$ cat src/rtl/phyreg_hs_pkg.sv
package phyreg_hs_pkg;

   typedef enum logic [3:0] {
      ST_IDLE,
      ST_ADDR_SET,
      ST_ADDR_CAP,
      ST_ADDR_REL,
      ST_DATA_SET,
      ST_DATA_CAP,
      ST_DATA_REL,
      ST_WR_ASSERT,
      ST_WR_REL,
      ST_RD_ASSERT,
      ST_RD_REL
   } step_e;

   typedef struct packed {
      logic cap_addr;
      logic cap_data;
      logic wr;
      logic rd;
   } strobe_t;

   // Steps that hold until an acknowledge level is seen
   function automatic logic step_waits(step_e s);
      return (s != ST_IDLE) && (s != ST_ADDR_SET) && (s != ST_DATA_SET);
   endfunction

   // Acknowledge level each waiting step expects
   function automatic logic step_ack_level(step_e s);
      return (s == ST_ADDR_CAP) || (s == ST_DATA_CAP) ||
             (s == ST_WR_ASSERT) || (s == ST_RD_ASSERT);
   endfunction

endpackage

$ cat src/rtl/phyreg_hs_sync.sv
module phyreg_hs_sync #(
   parameter int STAGES = 2
) (
   input  logic clk,
   input  logic rst_n,
   input  logic d,
   output logic q
);
   initial begin
      a_p_sync_depth: assert (STAGES >= 2) else $fatal(1, "sync needs two or more stages");
   end

   logic [STAGES-1:0] chain;

   for (genvar i = 0; i < STAGES; i++) begin : g_stage
      if (i == 0) begin : g_first
         always_ff @(posedge clk or negedge rst_n) begin
            if (!rst_n) chain[0] <= 1'b0;
            else        chain[0] <= d;
         end
      end else begin : g_next
         always_ff @(posedge clk or negedge rst_n) begin
            if (!rst_n) chain[i] <= 1'b0;
            else        chain[i] <= chain[i-1];
         end
      end
   end

   assign q = chain[STAGES-1];

endmodule

$ cat src/rtl/phyreg_hs_poller.sv
module phyreg_hs_poller #(
   parameter int MAX_POLLS = 10,
   parameter int PRESCALE  = 100
) (
   input  logic clk,
   input  logic rst_n,
   input  logic en,
   input  logic target,
   input  logic ack_s,
   output logic hit,
   output logic expire
);
   localparam int CNT_W = $clog2(MAX_POLLS + 1);

   initial begin
      a_p_polls: assert (MAX_POLLS >= 1) else $fatal(1, "MAX_POLLS must be positive");
      a_p_pre:   assert (PRESCALE >= 1)  else $fatal(1, "PRESCALE must be positive");
   end

   logic             poll;
   logic             restart;
   logic [CNT_W-1:0] poll_cnt;

   assign restart = !en || hit || expire;

   if (PRESCALE > 1) begin : g_prescaled
      localparam int PRE_W = $clog2(PRESCALE);
      logic [PRE_W-1:0] pre_cnt;

      assign poll = en && (pre_cnt == '0);

      always_ff @(posedge clk or negedge rst_n) begin
         if (!rst_n)       pre_cnt <= '0;
         else if (restart) pre_cnt <= '0;
         else if (poll)    pre_cnt <= PRE_W'(PRESCALE - 1);
         else              pre_cnt <= pre_cnt - 1'b1;
      end
   end else begin : g_every_cycle
      assign poll = en;
   end

   assign hit    = poll && (ack_s == target);
   assign expire = poll && (ack_s != target) && (poll_cnt == CNT_W'(MAX_POLLS - 1));

   always_ff @(posedge clk or negedge rst_n) begin
      if (!rst_n)       poll_cnt <= '0;
      else if (restart) poll_cnt <= '0;
      else if (poll)    poll_cnt <= poll_cnt + 1'b1;
   end

   // the number of failed polls never reaches the limit while still waiting
   a_r7_poll_bound: assert property (@(posedge clk) disable iff (!rst_n)
      poll_cnt < CNT_W'(MAX_POLLS));

endmodule

$ cat src/rtl/phyreg_hs_master.sv
module phyreg_hs_master
   import phyreg_hs_pkg::*;
#(
   parameter int DATA_W      = 16,
   parameter int MAX_POLLS   = 10,
   parameter int PRESCALE    = 100,
   parameter int SYNC_STAGES = 2
) (
   input  logic              clk,
   input  logic              rst_n,
   input  logic              cmd_valid,
   input  logic              cmd_write,
   input  logic [DATA_W-1:0] cmd_addr,
   input  logic [DATA_W-1:0] cmd_wdata,
   output logic              busy,
   output logic              done,
   output logic              err,
   output logic [DATA_W-1:0] rdata,
   output logic [DATA_W-1:0] phy_ctrl_data,
   output logic              phy_cap_addr,
   output logic              phy_cap_data,
   output logic              phy_wr,
   output logic              phy_rd,
   input  logic              phy_ack,
   input  logic [DATA_W-1:0] phy_status_data
);
   initial begin
      a_p_width: assert (DATA_W >= 1) else $fatal(1, "DATA_W must be positive");
   end

   step_e             state_q, state_d;
   logic [DATA_W-1:0] addr_q, wdata_q, rdata_q;
   logic              write_q, done_q, err_q;
   logic              ack_s, wait_en, wait_lvl, hit, expire, finish;
   strobe_t           strb;

   phyreg_hs_sync #(.STAGES(SYNC_STAGES)) u_sync (
      .clk   (clk),
      .rst_n (rst_n),
      .d     (phy_ack),
      .q     (ack_s)
   );

   assign wait_en  = step_waits(state_q);
   assign wait_lvl = step_ack_level(state_q);

   phyreg_hs_poller #(.MAX_POLLS(MAX_POLLS), .PRESCALE(PRESCALE)) u_poll (
      .clk    (clk),
      .rst_n  (rst_n),
      .en     (wait_en),
      .target (wait_lvl),
      .ack_s  (ack_s),
      .hit    (hit),
      .expire (expire)
   );

   always_comb begin
      state_d = state_q;
      finish  = 1'b0;
      case (state_q)
         ST_IDLE:      if (cmd_valid) state_d = ST_ADDR_SET;
         ST_ADDR_SET:  state_d = ST_ADDR_CAP;
         ST_ADDR_CAP:  if (hit) state_d = ST_ADDR_REL;
         ST_ADDR_REL:  if (hit) state_d = write_q ? ST_DATA_SET : ST_RD_ASSERT;
         ST_DATA_SET:  state_d = ST_DATA_CAP;
         ST_DATA_CAP:  if (hit) state_d = ST_DATA_REL;
         ST_DATA_REL:  if (hit) state_d = ST_WR_ASSERT;
         ST_WR_ASSERT: if (hit) state_d = ST_WR_REL;
         ST_WR_REL:    if (hit) begin state_d = ST_IDLE; finish = 1'b1; end
         ST_RD_ASSERT: if (hit) state_d = ST_RD_REL;
         ST_RD_REL:    if (hit) begin state_d = ST_IDLE; finish = 1'b1; end
         default:      state_d = ST_IDLE;
      endcase
      if (expire) state_d = ST_IDLE;
   end

   always_ff @(posedge clk or negedge rst_n) begin
      if (!rst_n) begin
         state_q <= ST_IDLE;
         addr_q  <= '0;
         wdata_q <= '0;
         write_q <= 1'b0;
         rdata_q <= '0;
         done_q  <= 1'b0;
         err_q   <= 1'b0;
      end else begin
         state_q <= state_d;
         done_q  <= finish || expire;
         err_q   <= expire;
         if (state_q == ST_IDLE && cmd_valid) begin
            addr_q  <= cmd_addr;
            wdata_q <= cmd_wdata;
            write_q <= cmd_write;
         end
         if (state_q == ST_RD_ASSERT && hit) rdata_q <= phy_status_data;
      end
   end

   always_comb begin
      strb          = '0;
      phy_ctrl_data = '0;
      case (state_q)
         ST_ADDR_SET, ST_ADDR_REL:          phy_ctrl_data = addr_q;
         ST_ADDR_CAP: begin phy_ctrl_data = addr_q; strb.cap_addr = 1'b1; end
         ST_DATA_SET, ST_DATA_REL, ST_WR_REL: phy_ctrl_data = wdata_q;
         ST_DATA_CAP: begin phy_ctrl_data = wdata_q; strb.cap_data = 1'b1; end
         ST_WR_ASSERT: strb.wr = 1'b1;
         ST_RD_ASSERT: strb.rd = 1'b1;
         default: ;
      endcase
   end

   assign phy_cap_addr = strb.cap_addr;
   assign phy_cap_data = strb.cap_data;
   assign phy_wr       = strb.wr;
   assign phy_rd       = strb.rd;
   assign busy         = (state_q != ST_IDLE);
   assign done         = done_q;
   assign err          = err_q;
   assign rdata        = rdata_q;

   // strobes are mutually exclusive
   a_r6_one_strobe: assert property (@(posedge clk) disable iff (!rst_n)
      $onehot0({phy_cap_addr, phy_cap_data, phy_wr, phy_rd}));

   // the write strobe is never accompanied by data
   a_r4_wr_alone: assert property (@(posedge clk) disable iff (!rst_n)
      phy_wr |-> (phy_ctrl_data == '0));

   // dropping address capture mid-command keeps the address on the field
   a_r2_addr_kept: assert property (@(posedge clk) disable iff (!rst_n)
      ($fell(phy_cap_addr) && busy) |-> (phy_ctrl_data == $past(phy_ctrl_data)));

   // the read value is the status field sampled while the read strobe was up
   a_r5_capture: assert property (@(posedge clk) disable iff (!rst_n)
      ($fell(phy_rd) && busy) |-> (rdata == $past(phy_status_data)));

   // idle always presents an all-zero control word
   a_r8_idle_clear: assert property (@(posedge clk) disable iff (!rst_n)
      !busy |-> (phy_ctrl_data == '0 && !phy_cap_addr && !phy_cap_data && !phy_wr && !phy_rd));

   // an error is only reported with done
   a_r8_err_done: assert property (@(posedge clk) disable iff (!rst_n)
      err |-> done);

   // done lasts one cycle
   a_r11_done_pulse: assert property (@(posedge clk) disable iff (!rst_n)
      done |=> !done);

   // a running command keeps its latched address
   a_r9_cmd_hold: assert property (@(posedge clk) disable iff (!rst_n)
      (busy && $past(busy)) |-> $stable(addr_q));

endmodule

$ cat config.mk
export PLATFORM = sky130hd
export DESIGN_NAME = phyreg_hs_master
export DESIGN_NICKNAME = d
export VERILOG_FILES = /design/src/rtl/phyreg_hs_pkg.sv /design/src/rtl/phyreg_hs_sync.sv /design/src/rtl/phyreg_hs_poller.sv /design/src/rtl/phyreg_hs_master.sv
export SDC_FILE = /design/constraint.sdc
export NUM_CORES = 1
export LEC_CHECK = 0
export BUFFER_PORTS_ARGS = -buffer_cell sky130_fd_sc_hd__buf_2
export CAP_MARGIN = 15
export CORE_AREA = 3 3 110 91
export DETAILED_ROUTE_END_ITERATION = 16
export DIE_AREA = 0 0 113 94
export HOLD_SLACK_MARGIN = 0.1
export PLACE_DENSITY = 0.63
export SLEW_MARGIN = 20
export SYNTH_ARGS = -nofsm -noshare
export SYNTH_HDL_FRONTEND = slang
export SYNTH_SLANG_ARGS = --single-unit
export TNS_END_PERCENT = 100
$ cat constraint.sdc
create_clock -name clk -period 2.8 [get_ports clk]
set_input_delay 0.14 -clock clk [delete_from_list [all_inputs] [get_ports clk]]
set_output_delay 0.14 -clock clk [all_outputs]
set_load 0.1 [all_outputs]
==> impl_metrics.yaml <==
floorplan:
  fp-row-count: 31
  start_util: 0.345
  die_w_um: 113
  dieArea_sq_mm: 0.0106
  ios: 92
  coreArea_sq_mm: 0.00900
  die_h_um: 94
power:
  combPwrFrac: 0.096
  power.share.switching: 0.232
  p_total_w: 0.00234
  seq_power_share: 0.429
  switching_power_w: 0.000542
  leakagePower_nw: 2.26
  p_per_area_mw_per_mm2: 515
  power_frac_clock: 0.475
  internal_power_w: 0.00180
  ir_drop_uv: 335
sta:
  slew_violations: 0
  final.period_utilization: 0.927
  fin_tns_setup_ns: 0
  fin_crit_ns: 2.60
  worst_slew_pin_slew_ns: 0.859
  grt_setup_unrepaired: "no"
  hold_viol: 0
  fmax_mhz: 385
  setup_violations: 0
  skew_ns: 0.00793
  fin_ws_ns: 0.205
  relSlewSlack: 0.427
critical_path:
  worstPathRequired_ns: 2.66
  cp.buffers_inverters: 2
  critPathMaxStageDelay_ns: 0.66
  start_kind: "flop"
  end_kind: "primary output"
  cp_cell_sequence: "nand2b_1, nor2_1, a21oi_1, o22ai_2, buf_4, a22o_1, buf_2"
  rrSetupSlack_ns: 0.58
  cp_max_fo: 15
  critPathSlowestCell: "dfrtp_1"
  critPathKind: "flop to primary output"
  cp.arrival_ns: 2.46
  path_delay_family: "buffers and inverters"
place:
  place_ws_ns: 0.585
  numPortBuffers: 91
  dp_hpwl_mm: 4.78
  place_congestion: 0.724
  post_dp_cell_area_sq_mm: 0.00373
  dp_cells: 442
logic_synthesis:
  synth_cells: 240
  synth_edf_count: 0
  synth_warnings: 0
  synth_nets: 297
  synthesis.area_sq_mm: 0.00311
  avgSynthCellArea_sq_um: 12.9
  ys_seq_elements: 68
  synth_area_leaders: "dfrtp_1, mux2_2, mux2_1, a22o_1, nor2_1"
  yosysTopAreaCell: "dfrtp_1"
  ys_types: 43
  ys_async_sr_fraction: 1.00
  ys_seq_area_frac: 0.548
  synth.top_cell.area_share: 0.548
  synthFlopType: "dfrtp_1"
hold_path:
  hold_path_class: "flop to flop"
global_route:
  grt_max_degree: 69
  grt_overflow: 0
  antenna_found_initial: 0
  grt_pass1_wl_mm: 12.4
  first_global_vias: 2645
  grt_use_total: 0.146
final_layout:
  layout.nets: 446
  num_antenna_cells: 0
  final_cell_mix: "buf_2, dfrtp_1, dlygate4sd3_1, mux2_2, mux2_1"
  drive_gt1_frac: 0.393
  area_growth_pct: 46.1
  final_common_cell: "buf_2"
  fin_cells: 509
  fillers: 800
  stdcell_area_sq_mm: 0.00454
clocking:
  clock-root-buffer: "clkbuf_16"
  clkLatencyLatePin_ns: 0.32
  cts_tree: "built"
  htree_levels: 3
  clock-sinks: 68
  cts.repair.resized: 0
  cts.clk_slew.worst_paths_ns: 0.05
  numCtsBuffers: 9
  clock_path_buffers: 2
routing:
  firstDrtPassIters: 4
  dr_total_vias: 2415
  final_antenna_net_count: 0
  drc_errors: 0
  via_per_inst: 4.74
  drt_iter0_markers: 73
  routed_wirelength_mm: 7.41
  post_drt_wl_per_cell_um: 14.6
job:
  maxCapViolations: 0
status:
  status: "complete, no violations"
[registers in the layout, summed over array words and instances, names as in the netlist]
register,flops
state_q,4
addr_q,16
write_q,1
err,1
rdata,16
done,1
u_sync.chain,1
u_poll.poll_cnt,4
u_sync.q,1
u_poll.g_prescaled.pre_cnt,7
wdata_q,16
[area by class of cell]
cell class                 count  area (sq um)  area share
clock buffer                  12           246      0.0543
clock inverter                 4          48.8      0.0108
inverter                       4          15.0     0.00331
multi-input combinational    156          1360       0.299
sequential                    68          1700       0.375
tap                          115           144      0.0317
timing repair buffer         150          1030       0.226
[per-stage QoR]
stage / util / hold slack (ns)
6_report: 0.504 / 0.350
5_1_grt: 0.504 / 0.358
4_1_cts: 0.504 / 0.351
3_5_place_dp: 0.415 / 0.249
3_3_place_gp: 0.415 / 0.257
2_1_floorplan: - / -0.156
[final timing paths]
path,from,end,cells past startpoint
min in group asynchronous,rst_n,rdata[1]$_DFFE_PN0P_,3
setup reg to reg,state_q[2]$_DFFE_PN0P_,state_q[2]$_DFFE_PN0P_,5
hold reg to reg,u_sync.chain[0]$_DFF_PN0_,u_sync.q$_DFF_PN0_,0
setup / recovery,state_q[3]$_DFFE_PN0P_,phy_ctrl_data[7],7
max in group asynchronous,rst_n,addr_q[11]$_DFFE_PN0P_,3
hold / removal,u_sync.chain[0]$_DFF_PN0_,u_sync.q$_DFF_PN0_,0
[repair_timing]
item                                   in CTS  in global routing
buffers inserted                            0                  0
hold buffers                               51                  0
endpoints found under the hold margin     118                  0
[layer usage]
layer | GRT usage | up-vias | routed length, um
met4 | 0.0501 | 0 | 48
met2 | 0.249 | 62 | 3680
met3 | 0.0425 | 2 | 360
met1 | 0.179 | 1187 | 3330
li1 | - | 1164 | -
met5 | 0 | - | 0
[cell families after synthesis]
logic type | count (synthesis) | share of synthesized area
flops | 68 | 0.548
simple gates | 58 | 0.116
mux | 50 | 0.181
compound gates | 37 | 0.0967
buf+inv | 16 | 0.0226
xor+xnor | 7 | 0.0197
fa+ha+maj | 4 | 0.0161
[cells in the mapped netlist, types with 2 or more instances]
cell       n
o21ai_0    3
xor2_1     5
mux2_2    30
and2_1     2
mux2_1    19
a21oi_1    5
inv_1      4
nor2b_1    2
clkbuf_1   6
a211oi_1   2
and3b_1    2
or4b_1     2
dfrtp_1   68
nor2_1    17
nand3_1    9
and3_1     2
nand2_1    6
ha_1       4
a22o_1    16
xnor2_1    2
nor3b_1    2
nor3_1     5
a211o_1    3
buf_2      5
[worst register-to-register path, stage by stage (launching register included)]
cell	delay, ns
dfrtp_1	0.61
and4bb_4	0.33
o31a_1	0.34
nor4b_2	0.53
or4b_1	0.22
o211ai_2	0.08
[power by group through the flow]
stage                     registers (W)  clock network [W]  logic (W)
after floorplan                 0.00111                  0  0.0000114
after global placement          0.00102                  0   0.000169
after detailed placement        0.00102                  0   0.000171
after CTS                       0.00100            0.00115   0.000226
after global routing            0.00100            0.00118   0.000240
final                           0.00100            0.00111   0.000225
Power figures use the tool's default switching activity.
